File: config.mk
export PLATFORM = sky130hd
export DESIGN_NAME = light_irq_ctrl
export DESIGN_NICKNAME = d
export VERILOG_FILES = /design/src/rtl/light_irq_pkg.sv /design/src/rtl/light_irq_detect.sv /design/src/rtl/light_irq_persist.sv /design/src/rtl/light_irq_status.sv /design/src/rtl/light_irq_ctrl.sv
export SDC_FILE = /design/constraint.sdc
export NUM_CORES = 1
export LEC_CHECK = 0
export BUFFER_PORTS_ARGS = -buffer_cell sky130_fd_sc_hd__buf_4
export CELL_PAD_IN_SITES_DETAIL_PLACEMENT = 0
export CELL_PAD_IN_SITES_GLOBAL_PLACEMENT = 1
export CORE_MARGIN = 2
export CORE_UTILIZATION = 40
export CTS_BUF_LIST = sky130_fd_sc_hd__clkbuf_8
export DETAILED_ROUTE_END_ITERATION = 8
export PLACE_DENSITY_LB_ADDON = 0.1
export SKIP_CTS_REPAIR_TIMING = 1
export SYNTH_ARGS = -nofsm -noshare
export SYNTH_HDL_FRONTEND = slang
export SYNTH_HIERARCHICAL = 1
export SYNTH_SLANG_ARGS = --single-unit
export TNS_END_PERCENT = 20
File: constraint.sdc
create_clock -name clk -period 7.2 [get_ports clk]
set_clock_uncertainty 0.2 [all_clocks]
set_input_delay 0.72 -clock clk [delete_from_list [all_inputs] [get_ports clk]]
set_output_delay 0.72 -clock clk [all_outputs]
set_load 0.05 [all_outputs]
File: src/rtl/light_irq_pkg.sv
package light_irq_pkg;

  typedef enum logic {
    JUDGE_WINDOW = 1'b0,
    JUDGE_CHANGE = 1'b1
  } judge_mode_e;

  typedef enum logic [1:0] {
    SRC_CLEAR = 2'b00,
    SRC_MAIN  = 2'b01
  } src_sel_e;

  localparam int unsigned BASE_STEP = 8;

endpackage

File: src/rtl/light_irq_detect.sv
module light_irq_detect
  import light_irq_pkg::*;
#(
  parameter int unsigned W      = 20,
  parameter int unsigned CODE_W = 3
) (
  input  logic [W-1:0]      sample,
  input  logic [W-1:0]      prev,
  input  logic              prev_ok,
  input  logic              mode,
  input  logic [W-1:0]      thr_hi,
  input  logic [W-1:0]      thr_lo,
  input  logic [CODE_W-1:0] code,
  output logic              evt
);
  localparam int unsigned SW = W + 1;

  logic [W-1:0]  delta;
  logic [SW-1:0] step;
  logic          win_evt;
  logic          chg_evt;

  always_comb begin
    delta   = (sample >= prev) ? (sample - prev) : (prev - sample);
    step    = SW'(BASE_STEP) << code;
    win_evt = (sample > thr_hi) || (sample < thr_lo);
    chg_evt = prev_ok && ({1'b0, delta} > step);
    evt     = (judge_mode_e'(mode) == JUDGE_CHANGE) ? chg_evt : win_evt;
  end

endmodule

File: src/rtl/light_irq_persist.sv
module light_irq_persist #(
  parameter int unsigned CNT_W = 4
) (
  input  logic             clk,
  input  logic             rst_n,
  input  logic             en,
  input  logic             acc,
  input  logic             evt,
  input  logic [CNT_W-1:0] persist,
  output logic             fire,
  output logic [CNT_W-1:0] cnt
);
  localparam logic [CNT_W-1:0] CNT_MAX = {CNT_W{1'b1}};

  logic [CNT_W-1:0] cnt_q;

  assign fire = en && acc && evt && (cnt_q >= persist);
  assign cnt  = cnt_q;

  always_ff @(posedge clk or negedge rst_n) begin
    if (!rst_n) begin
      cnt_q <= '0;
    end else if (!en) begin
      cnt_q <= '0;
    end else if (acc) begin
      if (!evt)                  cnt_q <= '0;
      else if (cnt_q != CNT_MAX) cnt_q <= cnt_q + 1'b1;
    end
  end

endmodule

File: src/rtl/light_irq_status.sv
module light_irq_status (
  input  logic clk,
  input  logic rst_n,
  input  logic fire,
  input  logic rd,
  output logic flag
);
  always_ff @(posedge clk or negedge rst_n) begin
    if (!rst_n)    flag <= 1'b0;
    else if (fire) flag <= 1'b1;
    else if (rd)   flag <= 1'b0;
  end
endmodule

File: src/rtl/light_irq_ctrl.sv
module light_irq_ctrl
  import light_irq_pkg::*;
#(
  parameter int unsigned W          = 20,
  parameter int unsigned CODE_W     = 3,
  parameter int unsigned CNT_W      = 4,
  parameter logic [W-1:0] HI_RESET  = 20'h0FFFFF,
  parameter logic [W-1:0] LO_RESET  = '0
) (
  input  logic              clk,
  input  logic              rst_n,
  input  logic              smp_valid,
  output logic              smp_ready,
  input  logic [W-1:0]      smp_clear,
  input  logic [W-1:0]      smp_main,
  input  logic              cfg_en,
  input  logic              cfg_var_mode,
  input  logic [1:0]        cfg_src_sel,
  input  logic [CNT_W-1:0]  cfg_persist,
  input  logic [CODE_W-1:0] cfg_var_code,
  input  logic              thr_load,
  input  logic [W-1:0]      thr_hi_in,
  input  logic [W-1:0]      thr_lo_in,
  input  logic              stat_rd,
  output logic              stat_flag,
  output logic              irq_pull_low
);
  logic         rdy_q;
  logic [W-1:0] hi_q, lo_q;
  logic [W-1:0] prev_q;
  logic         prev_ok_q;
  logic [W-1:0] judged;
  logic         acc_w, evt_w, fire_w;
  logic [CNT_W-1:0] cnt_w;

  assign smp_ready = rdy_q;
  assign acc_w     = smp_valid && rdy_q;
  assign judged    = (src_sel_e'(cfg_src_sel) == SRC_CLEAR) ? smp_clear : smp_main;

  always_ff @(posedge clk or negedge rst_n) begin
    if (!rst_n) rdy_q <= 1'b0;
    else        rdy_q <= 1'b1;
  end

  always_ff @(posedge clk or negedge rst_n) begin
    if (!rst_n) begin
      hi_q <= HI_RESET;
      lo_q <= LO_RESET;
    end else if (thr_load) begin
      hi_q <= thr_hi_in;
      lo_q <= thr_lo_in;
    end
  end

  always_ff @(posedge clk or negedge rst_n) begin
    if (!rst_n) begin
      prev_q    <= '0;
      prev_ok_q <= 1'b0;
    end else if (!cfg_en) begin
      prev_ok_q <= 1'b0;
    end else if (acc_w) begin
      prev_q    <= judged;
      prev_ok_q <= 1'b1;
    end
  end

  light_irq_detect #(.W(W), .CODE_W(CODE_W)) u_detect (
    .sample  (judged),
    .prev    (prev_q),
    .prev_ok (prev_ok_q),
    .mode    (cfg_var_mode),
    .thr_hi  (hi_q),
    .thr_lo  (lo_q),
    .code    (cfg_var_code),
    .evt     (evt_w)
  );

  light_irq_persist #(.CNT_W(CNT_W)) u_persist (
    .clk     (clk),
    .rst_n   (rst_n),
    .en      (cfg_en),
    .acc     (acc_w),
    .evt     (evt_w),
    .persist (cfg_persist),
    .fire    (fire_w),
    .cnt     (cnt_w)
  );

  light_irq_status u_status (
    .clk   (clk),
    .rst_n (rst_n),
    .fire  (fire_w),
    .rd    (stat_rd),
    .flag  (stat_flag)
  );

  assign irq_pull_low = stat_flag;

endmodule

==> flow_results.xml <==
<?xml version="1.0" encoding="UTF-8"?>
<metrics>
  <group name="final_layout">
    <metric name="layout.nets" unit="">1024</metric>
    <metric name="utilization" unit="">0.476</metric>
    <metric name="fill_cells" unit="">1594</metric>
    <metric name="diodes" unit="">0</metric>
    <metric name="final_layout_size_suffix_gt1_frac" unit="">0.221</metric>
    <metric name="area_growth" unit="%">16.1</metric>
  </group>
  <group name="grt">
    <metric name="grt_util_all_layers" unit="">0.210</metric>
    <metric name="grt_pass1_vias" unit="">5838</metric>
    <metric name="global_route.overflow_total" unit="">0</metric>
    <metric name="largest_net_degree_at_the_start_of_global_routing" unit="">68</metric>
    <metric name="grt_antenna_before_repair" unit="">0</metric>
    <metric name="first_pass_grt_wire_length" unit="um">29800</metric>
  </group>
  <group name="synthesis">
    <metric name="synth_edf_count" unit="">0</metric>
    <metric name="synthSimpleGateAreaFrac" unit="">0.150</metric>
    <metric name="netlist.area_leader.share" unit="">0.180</metric>
    <metric name="synth_top_family_by_area" unit="">compound AO/OA/AOI/OAI gates</metric>
    <metric name="synth_flop_cell" unit="">sky130_fd_sc_hd__dfrtp_1</metric>
    <metric name="post_synth_inst_count" unit="">760</metric>
    <metric name="synth_xor_area_frac" unit="">0.0188</metric>
    <metric name="synth.top_cells.by_count" unit="">sky130_fd_sc_hd__inv_1, sky130_fd_sc_hd__ha_1, sky130_fd_sc_hd__a21oi_1, sky130_fd_sc_hd__dfrtp_1, sky130_fd_sc_hd__nand2_1</metric>
    <metric name="syn_area" unit="mm2">0.00653</metric>
    <metric name="yosysWarnings" unit="">6</metric>
    <metric name="yosys.area.top_type" unit="">sky130_fd_sc_hd__dfrtp_1</metric>
    <metric name="synth_compound_area_frac" unit="">0.226</metric>
    <metric name="syn-num-nets" unit="">949</metric>
    <metric name="async_flop_share" unit="">1.00</metric>
    <metric name="synth_top_cells_by_area" unit="">sky130_fd_sc_hd__dfrtp_1, sky130_fd_sc_hd__ha_1, sky130_fd_sc_hd__dfstp_2</metric>
    <metric name="synthMuxAreaShare" unit="">0.0830</metric>
    <metric name="cell_with_the_most_instances_after_synthesis" unit="">sky130_fd_sc_hd__inv_1</metric>
    <metric name="ys_seq_area_frac" unit="">0.261</metric>
    <metric name="avgSynthCellArea" unit="um2">8.59</metric>
    <metric name="adder_cell_share_of_the_synthesized_area" unit="">0.180</metric>
    <metric name="ys_seq_elements" unit="">67</metric>
    <metric name="yosys.cell_types.count" unit="">69</metric>
  </group>
  <group name="power">
    <metric name="power_per_cell_area" unit="mW/mm2">212</metric>
    <metric name="cellLeakagePower" unit="nW">3.75</metric>
    <metric name="irDropWorstVdd" unit="mV">0.111</metric>
  </group>
  <group name="hold_path">
    <metric name="timing.hold.worst.class" unit="">primary input to asynchronous set/reset pin</metric>
  </group>
  <group name="die">
    <metric name="row_count" unit="">46</metric>
    <metric name="initial_core_util" unit="">0.410</metric>
    <metric name="io-pin-count" unit="">99</metric>
    <metric name="core_area" unit="mm2">0.0159</metric>
    <metric name="die_height" unit="um">132</metric>
    <metric name="full_die_area" unit="mm2">0.0174</metric>
    <metric name="die_width" unit="um">132</metric>
  </group>
  <group name="clocking">
    <metric name="worstSkewPairLatency" unit="ns">0.35</metric>
    <metric name="clock_tree.buffer_depth" unit="">2</metric>
    <metric name="clkTransAtPathRegs" unit="ns">0.08</metric>
    <metric name="clock_sink_count" unit="">67</metric>
    <metric name="cts_tree" unit="">done</metric>
    <metric name="cts_made_buffers" unit="">9</metric>
    <metric name="h-tree-depth" unit="">3</metric>
    <metric name="root_buffer" unit="">sky130_fd_sc_hd__clkbuf_8</metric>
  </group>
  <group name="critical_path">
    <metric name="timing.critical_path.from_type" unit="">primary input</metric>
    <metric name="critical_path.endpoint_type" unit="">flop</metric>
    <metric name="crit_arrival" unit="ns">6.41</metric>
    <metric name="critical_path_required" unit="ns">7.26</metric>
    <metric name="criticalPathCategory" unit="">primary input to flop</metric>
    <metric name="critPathMaxFanout" unit="">40</metric>
  </group>
  <group name="sta">
    <metric name="finalCritPeriodShare" unit="">0.882</metric>
    <metric name="worst_slew_margin_rel" unit="">0.393</metric>
    <metric name="grt_setup_unrepaired" unit="">no</metric>
    <metric name="fmax" unit="MHz">158</metric>
    <metric name="final-max-slew-violation-count" unit="">0</metric>
    <metric name="fin_setup_tns" unit="ns">0</metric>
    <metric name="setup_viol_count_final" unit="">0</metric>
    <metric name="endpoints_failing_hold" unit="">0</metric>
    <metric name="post-route-min-period" unit="ns">6.35</metric>
    <metric name="worst-slew-pin-transition" unit="ns">0.910</metric>
  </group>
  <group name="drt">
    <metric name="total_vias_in_the_final_route" unit="">5806</metric>
    <metric name="antenna_left" unit="">0</metric>
    <metric name="detail_route.vias_per_cell" unit="">5.50</metric>
    <metric name="routedWlPerCell" unit="um">17.2</metric>
    <metric name="routed_wl" unit="um">18200</metric>
    <metric name="route.detailed.drc" unit="">0</metric>
    <metric name="drt_pre_antenna_iters" unit="">4</metric>
    <metric name="dr.first_iter.drc_count" unit="">293</metric>
  </group>
  <group name="run">
    <metric name="drv.max_cap_violation_count" unit="">0</metric>
  </group>
  <group name="placement">
    <metric name="port_buffers" unit="">98</metric>
    <metric name="dp_hpwl" unit="um">14500</metric>
    <metric name="place_congestion" unit="">0.854</metric>
  </group>
  <group name="run_status">
    <metric name="outcome" unit="">complete, no violations</metric>
  </group>
</metrics>
registers in the layout, indices dropped and copies added (netlist names):
| signal | count |
|---|---|
| hi_q | 20 |
| lo_q | 20 |
| prev_q | 20 |
| u_persist/cnt | 4 |
| prev_ok_q | 1 |
| smp_ready | 1 |
| u_status/flag | 1 |
metal layers:
layer	up-vias	GRT usage	part of all wire
li1	2891	-	-
met1	2760	0.298	0.49
met2	135	0.343	0.46
met3	20	0.0211	0.035
met4	0	0.0568	0.015
met5	-	0	0
cells by family after synthesis:
logic type,after synthesis
AOI/OAI and AO/OA,230
xor gates and xnor gates,14
adders and majority gates,93
buffers and inverters,130
DFF,67
muxes,49
other,1
and+or+nand+nor,176
report_power, final:
group / leakage [nW] / switching (mW) / internal [mW]
logic: 2.88 / 0.466 / 0.348
clock network: 0.106 / 0.154 / 0.180
registers: 0.760 / 0.0338 / 0.429
worst paths after layout:
path,from,endpoint,slack [ns],depth (start not counted)
max,cfg_src_sel[1],u_persist/cnt[1],0.85,26
min,rst_n,smp_ready,0.28,1
max reg2reg,prev_q[13],u_persist/cnt[1],1.70,22
min reg2reg,prev_ok_q,prev_ok_q,0.30,1
max in group asynchronous,rst_n,u_status/flag,5.97,1
min in group clk,prev_ok_q,prev_ok_q,0.30,1
area by class of cell:
cell class                 count  area [um2]  area share
sequential                    67        1700       0.224
timing repair buffer          99         743      0.0980
inverter                      95         357      0.0470
tap                          216         270      0.0356
clock buffer                  11         151      0.0200
clock inverter                 5        60.1     0.00792
multi-input combinational    563        4300       0.567
metrics by stage:
stage	total power, mW	hold slack, ns	instance area, um2	setup WS [ns]	std cells
final	1.61	0.281	7580	0.853	1056
after global routing	1.75	0.316	7580	0.162	1056
after CTS	1.62	0.302	7580	0.928	1056
after detailed placement	1.28	0.285	7370	0.569	1040
after global placement	1.27	0.281	7370	0.728	1040
after floorplan	1.06	0.224	6530	1.81	760
layout by cell type, fill, tap and decap left out, types with 26 or more instances in the layout:
master                     n
sky130_fd_sc_hd__a21oi_1  53
sky130_fd_sc_hd__a31oi_1  44
sky130_fd_sc_hd__buf_4    99
sky130_fd_sc_hd__dfrtp_1  47
sky130_fd_sc_hd__ha_1     91
sky130_fd_sc_hd__inv_1    95
sky130_fd_sc_hd__mux2_2   40
sky130_fd_sc_hd__nand2_1  45
sky130_fd_sc_hd__nor2_1   26
sky130_fd_sc_hd__o21ai_0  30
worst max-delay path: stages:
cell and delay, ns:
sky130_fd_sc_hd__buf_4 0.22, sky130_fd_sc_hd__or3b_1 0.42, sky130_fd_sc_hd__nand2_1 0.18, sky130_fd_sc_hd__inv_1 0.07
sky130_fd_sc_hd__ha_1 0.51, sky130_fd_sc_hd__nand2_1 0.23, sky130_fd_sc_hd__nor3_1 0.27, sky130_fd_sc_hd__o21ai_0 0.20
sky130_fd_sc_hd__o21ai_4 0.52, sky130_fd_sc_hd__inv_1 0.24, sky130_fd_sc_hd__nor3b_1 0.24, sky130_fd_sc_hd__a31oi_1 0.07
sky130_fd_sc_hd__xor2_1 0.16, sky130_fd_sc_hd__ha_1 0.30, sky130_fd_sc_hd__o21ai_0 0.07, sky130_fd_sc_hd__nand2b_1 0.07
sky130_fd_sc_hd__a21oi_1 0.06, sky130_fd_sc_hd__o21ai_0 0.16, sky130_fd_sc_hd__nand3_1 0.09, sky130_fd_sc_hd__a21boi_0 0.20
sky130_fd_sc_hd__o22ai_2 0.12, sky130_fd_sc_hd__o211a_1 0.17, sky130_fd_sc_hd__a32oi_1 0.55, sky130_fd_sc_hd__nand2_2 0.09
sky130_fd_sc_hd__o21ai_2 0.22, sky130_fd_sc_hd__mux2i_1 0.21
(Power assumes the default switching activity.)
